**config.mk**
```make
export PLATFORM = sky130hd
export DESIGN_NAME = nvbyte_wr_ctrl
export DESIGN_NICKNAME = d
export VERILOG_FILES = /design/src/rtl/nvw_pkg.sv /design/src/rtl/nvw_rst_sync.sv /design/src/rtl/nvw_unlock.sv /design/src/rtl/nvw_seq.sv /design/src/rtl/nvw_array.sv /design/src/rtl/nvbyte_wr_ctrl.sv
export SDC_FILE = /design/constraint.sdc
export NUM_CORES = 1
export LEC_CHECK = 0
export BUFFER_PORTS_ARGS = -buffer_cell sky130_fd_sc_hd__buf_2
export CAP_MARGIN = 5
export CORE_ASPECT_RATIO = 1.4
export CORE_MARGIN = 1.5
export CORE_UTILIZATION = 60
export CTS_CLUSTER_SIZE = 40
export DETAILED_ROUTE_END_ITERATION = 8
export PLACE_DENSITY = 0.74
export SYNTH_ARGS = -nofsm -noshare
export SYNTH_HDL_FRONTEND = slang
export SYNTH_SLANG_ARGS = --single-unit
```
**constraint.sdc**
```tcl
create_clock -name clk -period 6.44 [get_ports clk]
set_input_delay 0 -clock clk [delete_from_list [all_inputs] [get_ports clk]]
set_output_delay 0 -clock clk [all_outputs]
set_load 0.02 [all_outputs]
```
**src/rtl/nvw_pkg.sv**
```systemverilog
package nvw_pkg;
  typedef enum logic [2:0] {SQ_IDLE, SQ_ARM, SQ_ERASE, SQ_PROG, SQ_DISCH} seq_state_t;
  typedef enum logic [1:0] {UL_NONE, UL_HALF, UL_FULL} key_state_t;

  localparam logic [1:0] OFS_ADDR = 2'd0;
  localparam logic [1:0] OFS_DATA = 2'd1;
  localparam logic [1:0] OFS_CTRL = 2'd2;
  localparam logic [1:0] OFS_KEY  = 2'd3;

  localparam int B_MSEL  = 7;
  localparam int B_CSEL  = 6;
  localparam int B_ERR   = 3;
  localparam int B_WEN   = 2;
  localparam int B_START = 1;
  localparam int B_RD    = 0;

  localparam logic [7:0] KEY_FIRST  = 8'h55;
  localparam logic [7:0] KEY_SECOND = 8'hAA;
endpackage

```
**src/rtl/nvw_rst_sync.sv**
```systemverilog
module nvw_rst_sync #(
  parameter int STAGES = 2
) (
  input  logic clk,
  input  logic rst_n,
  output logic rst_n_sync
);
  logic [STAGES-1:0] chain_q;

  always_ff @(posedge clk or negedge rst_n) begin
    if (!rst_n) chain_q <= '0;
    else        chain_q <= {chain_q[STAGES-2:0], 1'b1};
  end

  assign rst_n_sync = chain_q[STAGES-1];
endmodule

```
**src/rtl/nvw_unlock.sv**
```systemverilog
module nvw_unlock
  import nvw_pkg::*;
(
  input  logic       clk,
  input  logic       rst_n,
  input  logic       acc_wr,
  input  logic       acc_rd,
  input  logic [1:0] acc_ofs,
  input  logic [7:0] acc_data,
  output logic       armed
);
  key_state_t state_q, state_d;

  always_comb begin
    state_d = state_q;
    if (acc_wr || acc_rd) begin
      state_d = UL_NONE;
      if (acc_wr && acc_ofs == OFS_KEY) begin
        if (acc_data == KEY_FIRST)
          state_d = UL_HALF;
        else if (acc_data == KEY_SECOND && state_q == UL_HALF)
          state_d = UL_FULL;
      end
    end
  end

  always_ff @(posedge clk or negedge rst_n) begin
    if (!rst_n) state_q <= UL_NONE;
    else        state_q <= state_d;
  end

  assign armed = (state_q == UL_FULL);

  // full key only follows the half key (or is held with no access)
  a_r2_full_after_half: assert property (@(posedge clk) disable iff (!rst_n)
    $rose(armed) |-> $past(state_q) == UL_HALF);
  // any bus access drops a complete key
  a_r5_access_consumes: assert property (@(posedge clk) disable iff (!rst_n)
    (armed && (acc_wr || acc_rd)) |=> !armed);
endmodule

```
**src/rtl/nvw_seq.sv**
```systemverilog
module nvw_seq
  import nvw_pkg::*;
#(
  parameter int EDGES     = 4,
  parameter int ERASE_CYC = 6,
  parameter int PROG_CYC  = 10,
  parameter int DISCH_CYC = 8,
  parameter int SYNC_LEN  = 2
) (
  input  logic clk,
  input  logic rst_n,
  input  logic sclk,
  input  logic go,
  output logic busy,
  output logic erase_we,
  output logic prog_we
);
  localparam int M1   = (ERASE_CYC > PROG_CYC) ? ERASE_CYC : PROG_CYC;
  localparam int M2   = (DISCH_CYC > EDGES) ? DISCH_CYC : EDGES;
  localparam int CMAX = (M1 > M2) ? M1 : M2;
  localparam int CW   = $clog2(CMAX + 1);
  localparam logic [CW-1:0] L_EDGE  = CW'(EDGES - 1);
  localparam logic [CW-1:0] L_ERASE = CW'(ERASE_CYC - 1);
  localparam logic [CW-1:0] L_PROG  = CW'(PROG_CYC - 1);
  localparam logic [CW-1:0] L_DISCH = CW'(DISCH_CYC - 1);

  logic [SYNC_LEN-1:0] sync_q;
  logic                prev_q;
  logic                sclk_lvl, sclk_fall;
  seq_state_t          state_q, state_d;
  logic [CW-1:0]       cnt_q, cnt_d;

  assign sclk_lvl  = sync_q[SYNC_LEN-1];
  assign sclk_fall = prev_q & ~sclk_lvl;

  always_ff @(posedge clk or negedge rst_n) begin
    if (!rst_n) begin
      sync_q <= '0;
      prev_q <= 1'b0;
    end else begin
      sync_q <= {sync_q[SYNC_LEN-2:0], sclk};
      prev_q <= sclk_lvl;
    end
  end

  always_comb begin
    state_d  = state_q;
    cnt_d    = cnt_q;
    erase_we = 1'b0;
    prog_we  = 1'b0;
    case (state_q)
      SQ_IDLE: if (go) begin
        state_d = SQ_ARM;
        cnt_d   = '0;
      end
      SQ_ARM: if (sclk_fall) begin
        if (cnt_q == L_EDGE) begin
          state_d = SQ_ERASE;
          cnt_d   = '0;
        end else begin
          cnt_d = cnt_q + 1'b1;
        end
      end
      SQ_ERASE: begin
        erase_we = (cnt_q == '0);
        if (cnt_q == L_ERASE) begin
          state_d = SQ_PROG;
          cnt_d   = '0;
        end else begin
          cnt_d = cnt_q + 1'b1;
        end
      end
      SQ_PROG: begin
        if (cnt_q == L_PROG) begin
          prog_we = 1'b1;
          state_d = SQ_DISCH;
          cnt_d   = '0;
        end else begin
          cnt_d = cnt_q + 1'b1;
        end
      end
      SQ_DISCH: begin
        if (sclk_lvl) begin
          cnt_d = '0;
        end else if (cnt_q == L_DISCH) begin
          state_d = SQ_IDLE;
          cnt_d   = '0;
        end else begin
          cnt_d = cnt_q + 1'b1;
        end
      end
      default: begin
        state_d = SQ_IDLE;
        cnt_d   = '0;
      end
    endcase
  end

  always_ff @(posedge clk or negedge rst_n) begin
    if (!rst_n) begin
      state_q <= SQ_IDLE;
      cnt_q   <= '0;
    end else begin
      state_q <= state_d;
      cnt_q   <= cnt_d;
    end
  end

  assign busy = (state_q != SQ_IDLE);

  // armed sequencer waits for serial-clock falls
  a_r6_arm_waits: assert property (@(posedge clk) disable iff (!rst_n)
    (state_q == SQ_ARM && !sclk_fall) |=> state_q == SQ_ARM);
  // erase strobe comes straight out of the armed wait
  a_r7_erase_first: assert property (@(posedge clk) disable iff (!rst_n)
    erase_we |-> $past(state_q) == SQ_ARM);
  // programming is followed by discharge, never by idle
  a_r7_prog_then_disch: assert property (@(posedge clk) disable iff (!rst_n)
    prog_we |=> state_q == SQ_DISCH);
  // high serial clock holds the discharge wait
  a_r9_disch_hold: assert property (@(posedge clk) disable iff (!rst_n)
    (state_q == SQ_DISCH && sclk_lvl) |=> state_q == SQ_DISCH);
endmodule

```
**src/rtl/nvw_array.sv**
```systemverilog
module nvw_array #(
  parameter int AW = 4,
  parameter int DW = 8
) (
  input  logic          clk,
  input  logic          rst_n,
  input  logic          we,
  input  logic [AW-1:0] waddr,
  input  logic [DW-1:0] wdata,
  input  logic [AW-1:0] raddr,
  output logic [DW-1:0] rdata
);
  localparam int DEPTH = 1 << AW;

  logic [DW-1:0] mem_q [DEPTH];

  always_ff @(posedge clk or negedge rst_n) begin
    if (!rst_n) begin
      for (int i = 0; i < DEPTH; i++) mem_q[i] <= '1;
    end else if (we) begin
      mem_q[waddr] <= wdata;
    end
  end

  assign rdata = mem_q[raddr];
endmodule

```
**src/rtl/nvbyte_wr_ctrl.sv**
```systemverilog
module nvbyte_wr_ctrl
  import nvw_pkg::*;
#(
  parameter int AW        = 4,
  parameter int EDGES     = 4,
  parameter int ERASE_CYC = 6,
  parameter int PROG_CYC  = 10,
  parameter int DISCH_CYC = 8,
  parameter int SYNC_LEN  = 2
) (
  input  logic       clk,
  input  logic       rst_n,
  input  logic       sclk,
  input  logic       bus_wr,
  input  logic       bus_rd,
  input  logic [1:0] bus_ofs,
  input  logic [7:0] bus_wdata,
  output logic [7:0] bus_rdata
);
  localparam int DW = 8;

  logic          rstn_i;
  logic [AW-1:0] addr_q, addr_d;
  logic [DW-1:0] data_q, data_d;
  logic          msel_q, msel_d, csel_q, csel_d, wen_q, wen_d, err_q, err_d;
  logic          armed, busy, erase_we, prog_we;
  logic          wr_ctrl, try_start, go, rd_mem;
  logic          mem_we;
  logic [DW-1:0] mem_wdata, mem_rdata;

  nvw_rst_sync #(.STAGES(SYNC_LEN)) u_rst (
    .clk(clk), .rst_n(rst_n), .rst_n_sync(rstn_i));

  nvw_unlock u_key (
    .clk(clk), .rst_n(rstn_i), .acc_wr(bus_wr), .acc_rd(bus_rd),
    .acc_ofs(bus_ofs), .acc_data(bus_wdata), .armed(armed));

  nvw_seq #(.EDGES(EDGES), .ERASE_CYC(ERASE_CYC), .PROG_CYC(PROG_CYC),
            .DISCH_CYC(DISCH_CYC), .SYNC_LEN(SYNC_LEN)) u_seq (
    .clk(clk), .rst_n(rstn_i), .sclk(sclk), .go(go), .busy(busy),
    .erase_we(erase_we), .prog_we(prog_we));

  assign mem_we    = erase_we | prog_we;
  assign mem_wdata = erase_we ? {DW{1'b1}} : data_q;

  nvw_array #(.AW(AW), .DW(DW)) u_mem (
    .clk(clk), .rst_n(rstn_i), .we(mem_we), .waddr(addr_q),
    .wdata(mem_wdata), .raddr(addr_q), .rdata(mem_rdata));

  assign wr_ctrl   = bus_wr && (bus_ofs == OFS_CTRL) && !busy;
  assign try_start = wr_ctrl && bus_wdata[B_START];
  assign go        = try_start && armed && wen_q &&
                     !bus_wdata[B_MSEL] && !bus_wdata[B_CSEL];
  assign rd_mem    = wr_ctrl && bus_wdata[B_RD] && !bus_wdata[B_START];

  always_comb begin
    addr_d = addr_q;
    data_d = data_q;
    msel_d = msel_q;
    csel_d = csel_q;
    wen_d  = wen_q;
    err_d  = err_q;
    if (bus_wr && !busy && bus_ofs == OFS_ADDR) addr_d = bus_wdata[AW-1:0];
    if (rd_mem)
      data_d = mem_rdata;
    else if (bus_wr && !busy && bus_ofs == OFS_DATA)
      data_d = bus_wdata;
    if (wr_ctrl) begin
      msel_d = bus_wdata[B_MSEL];
      csel_d = bus_wdata[B_CSEL];
      wen_d  = bus_wdata[B_WEN];
      err_d  = try_start ? !go : (err_q & bus_wdata[B_ERR]);
    end
  end

  always_ff @(posedge clk or negedge rstn_i) begin
    if (!rstn_i) begin
      addr_q <= '0;
      data_q <= '0;
      msel_q <= 1'b0;
      csel_q <= 1'b0;
      wen_q  <= 1'b0;
      err_q  <= 1'b0;
    end else begin
      addr_q <= addr_d;
      data_q <= data_d;
      msel_q <= msel_d;
      csel_q <= csel_d;
      wen_q  <= wen_d;
      err_q  <= err_d;
    end
  end

  always_comb begin
    case (bus_ofs)
      OFS_ADDR: bus_rdata = DW'(addr_q);
      OFS_DATA: bus_rdata = data_q;
      OFS_CTRL: bus_rdata = {msel_q, csel_q, 2'b00, err_q, wen_q, busy, 1'b0};
      default:  bus_rdata = '0;
    endcase
  end

  // the sequencer only leaves idle after a keyed, enabled start write
  a_r3_start_needs_key: assert property (@(posedge clk) disable iff (!rstn_i)
    $rose(busy) |-> $past(armed && wen_q && bus_wr && bus_ofs == OFS_CTRL));
  // operands are frozen while busy
  a_r10_operands_frozen: assert property (@(posedge clk) disable iff (!rstn_i)
    (busy && $past(busy)) |-> ($stable(addr_q) && $stable(data_q)));
  // the store is only written during an accepted operation
  a_r4_store_only_busy: assert property (@(posedge clk) disable iff (!rstn_i)
    mem_we |-> busy);
  // a start attempt while idle that is rejected raises the error flag
  a_r4_reject_flags: assert property (@(posedge clk) disable iff (!rstn_i)
    (try_start && !armed) |=> (err_q && !busy));
endmodule

```
==> results.json <==
{
  "vias_per_cell": 6.40,
  "crit_chain": "buf_4, mux2i_1, o22ai_1, a211oi_1, a311oi_1, a21o_1",
  "finalClockSkew_ns": 0.00670,
  "status": "complete, but fails checks",
  "max_stage_delay_ns": 1.01,
  "top_layer_used": "met4",
  "cp-start-kind": "flop",
  "netlist_instances": 710,
  "die_w_microns": 98.9,
  "period_minus_slack_ns": 2.74,
  "port_buffers": 22,
  "layout_commonest_cell": "nand2_1",
  "rr_worst_depth": 6,
  "peakVddDrop_v": 0.000230,
  "drive_above_1_share_pct": 33.3,
  "vias": 5647,
  "wl_per_cell_microns": 21.2,
  "drc": 4,
  "core-area_sq_um": 12400,
  "cellPowerDensity_nw_per_um2": 449,
  "tightest_slew_ns": 1.19,
  "finalWirelength_mm": 18.7,
  "end_kind": "flop",
  "cts_tree": "built",
  "nFillCells": 900,
  "worstHoldStart": "bus_wdata[5]",
  "crit_type": "reg -> reg",
  "wl_met1_mm": 7.32,
  "wl_met3_mm": 1.12,
  "grt.total_usage_pct": 29.7,
  "setup_tns_ns": 0,
  "violations": "DRC",
  "grt_pass1_vias": 5654,
  "syn-num-nets": 728,
  "r2r_slack_ns": 3.70,
  "pin_count": 23,
  "postCtsSetupBuffers": 0,
  "cts_inserted_buffers": 17,
  "nets": 738,
  "synth-edff-count": 0,
  "hold_end": "u_key.state_q[1]$_DFFE_PN0P_",
  "met2_wirelength_mm": 9.22,
  "async_flop_share_pct": 100,
  "grt_max_degree": 82,
  "post-place-ws_ns": 3.74,
  "synth_area_leaders": "dfstp_2 44%, dfrtp_1 9.7%, o21ai_0 8.9%, nand2_1 7.0%, mux4_2 5.5%",
  "holdPathStages": 4,
  "gp_congestion": 0.887,
  "seq_area_frac_synth_pct": 53.2,
  "firstDrtPassIters": 8,
  "synth_seq_cells": 158,
  "final_cell_mix": "145 x nand2_1, 137 x o21ai_0, 128 x dfstp_2",
  "clk_latency_ns": 0.42,
  "cp_slowest_cell": "dfrtp_2",
  "ant_nets": 0,
  "grt.overflow.total": 0,
  "fp-row-count": 48,
  "dieArea_sq_um": 13600,
  "path_max_fanout": 32,
  "worst_slack_ns": 3.70,
  "reg2reg_to": "data_q[7]$_DFFE_PN0P_",
  "drtIter0Drc": 311,
  "cts_sinks": 158,
  "worst_hold_slack_ns": 0.0545,
  "p_leak_uw": 0.00311,
  "hold_viol": 0,
  "syn_avg_cell_area_sq_um": 10.9,
  "yosysWarnings": 0,
  "synthFlopType": "dfstp_2",
  "synth_cell_types": 63,
  "fmax_ghz": 0.365,
  "max-cap-violations": 0,
  "setup-violations-final": 0,
  "ctsResizeCount": 0,
  "hp-class": "in -> reg",
  "syn_area_sq_um": 7730,
  "maxSlewHeadroom_pct": 20.4,
  "clkTransAtPathRegs_ns": 0.06,
  "design_power_total_uw": 3810,
  "grt_pass1_wl_mm": 30.4,
  "maxSlewViolCount": 0,
  "critPathArrivalTime_ns": 3.05,
  "synth_top_area_share_pct": 43.5,
  "synth_area_leader_cell": "dfstp_2",
  "area_growth_pct": 9.86,
  "clockRootBuffer": "clkbuf_16",
  "die_h_microns": 137,
  "hpwl_mm": 12.4,
  "period_share_pct": 42.6,
  "instances_no_fill": 883,
  "dpl.cell_count": 837,
  "rsz0062_at_grt": "false",
  "r2r-start": "addr_q[0]$_DFFE_PN0P_",
  "antenna_found_initial": 0,
  "start_util_pct": 62.1,
  "h-tree-depth": 4,
  "cp.required_ns": 6.75,
  "cts_buffer_depth": 2,
  "diodes": 0
}
kinds of logic (layout without fill, tap and decap cells):
kind of cell,count (synthesis),after routing,synth area share (%)
compound gates,205,205,17.2
fa+ha+maj,3,3,0.486
buf+inv,59,82,4.50
flops,158,158,53.2
mux,58,58,10.7
other cells,1,1,0.0485
simple gates,226,226,13.7
cell usage after synthesis (4+ instances only):
cell type	count
nand3_1	7
o211ai_4	8
dfstp_2	128
and2_1	4
o211ai_1	4
mux2i_1	31
dfrtp_1	30
buf_6	6
inv_1	4
o21ai_0	137
a21o_1	6
mux4_2	19
clkbuf_1	18
nand2_1	145
o22ai_1	15
mux2_2	8
nor2b_1	6
nor2_1	28
buf_4	13
a211oi_1	10
a22o_1	6
buf_2	17
registers in the layout, summed over array words and instances, names as in the netlist:
signal,count
msel_q,1
wen_q,1
csel_q,1
u_rst.chain_q,2
u_seq.sync_q,2
data_q,8
addr_q,4
u_seq.cnt_q,4
u_key.state_q,2
u_seq.prev_q,1
u_mem.mem_q,128
u_seq.state_q,3
err_q,1
routing by layer:
metal,up-vias,GRT usage [%]
li1,2544,-
met1,2794,36.2
met2,229,48.9
met3,80,6.14
met4,0,17.9
met5,-,0
power by group:
group	internal, uW	total [uW]	switching, uW
logic	443	1150	710
registers	1410	1690	281
clock network	567	970	403
per-stage QoR:
stage | utilization, % | area (sq um)
floorplan | - | 7730
global placement | 62.5 | 7770
detailed placement | 62.5 | 7770
CTS | 68.3 | 8490
global route | 68.3 | 8490
finish | 68.3 | 8490
worst max-delay path by stage:
stage	startpoint	to	depth (start not counted)	slack (ns)
after floorplan	u_rst.chain_q[1]$_DFF_PN0_	addr_q[0]$_DFFE_PN0P_	0	1.94
after global placement	addr_q[0]$_DFFE_PN0P_	data_q[7]$_DFFE_PN0P_	6	3.85
after detailed placement	addr_q[0]$_DFFE_PN0P_	data_q[7]$_DFFE_PN0P_	6	3.74
after CTS	addr_q[0]$_DFFE_PN0P_	data_q[7]$_DFFE_PN0P_	6	3.70
after global routing	addr_q[0]$_DFFE_PN0P_	data_q[7]$_DFFE_PN0P_	6	3.50
final	addr_q[0]$_DFFE_PN0P_	data_q[7]$_DFFE_PN0P_	6	3.70
timing repair:
item                                   CTS  global route
setup endpoints to repair                0             0
endpoints found under the hold margin   14             0
hold buffers                            14             0
layout make-up:
type	count	area [sq um]	area share [%]
multi-input combinational	493	3260	38.5
tap	150	188	2.21
inverter	4	15.0	0.177
timing repair buffer	46	325	3.83
sequential	158	4120	48.5
clock inverter	11	106	1.25
clock buffer	21	470	5.54
worst max-delay path: cells and delay by family (launching register included):
| kind | cells | cell delay [ns] |
|---|---|---|
| AO/OA/AOI/OAI | 4 | 0.83 |
| flip-flops | 1 | 1.01 |
| multiplexers | 1 | 0.27 |
| buffers and inverters | 1 | 0.50 |
Note: power is estimated with default switching activity, not from simulation.
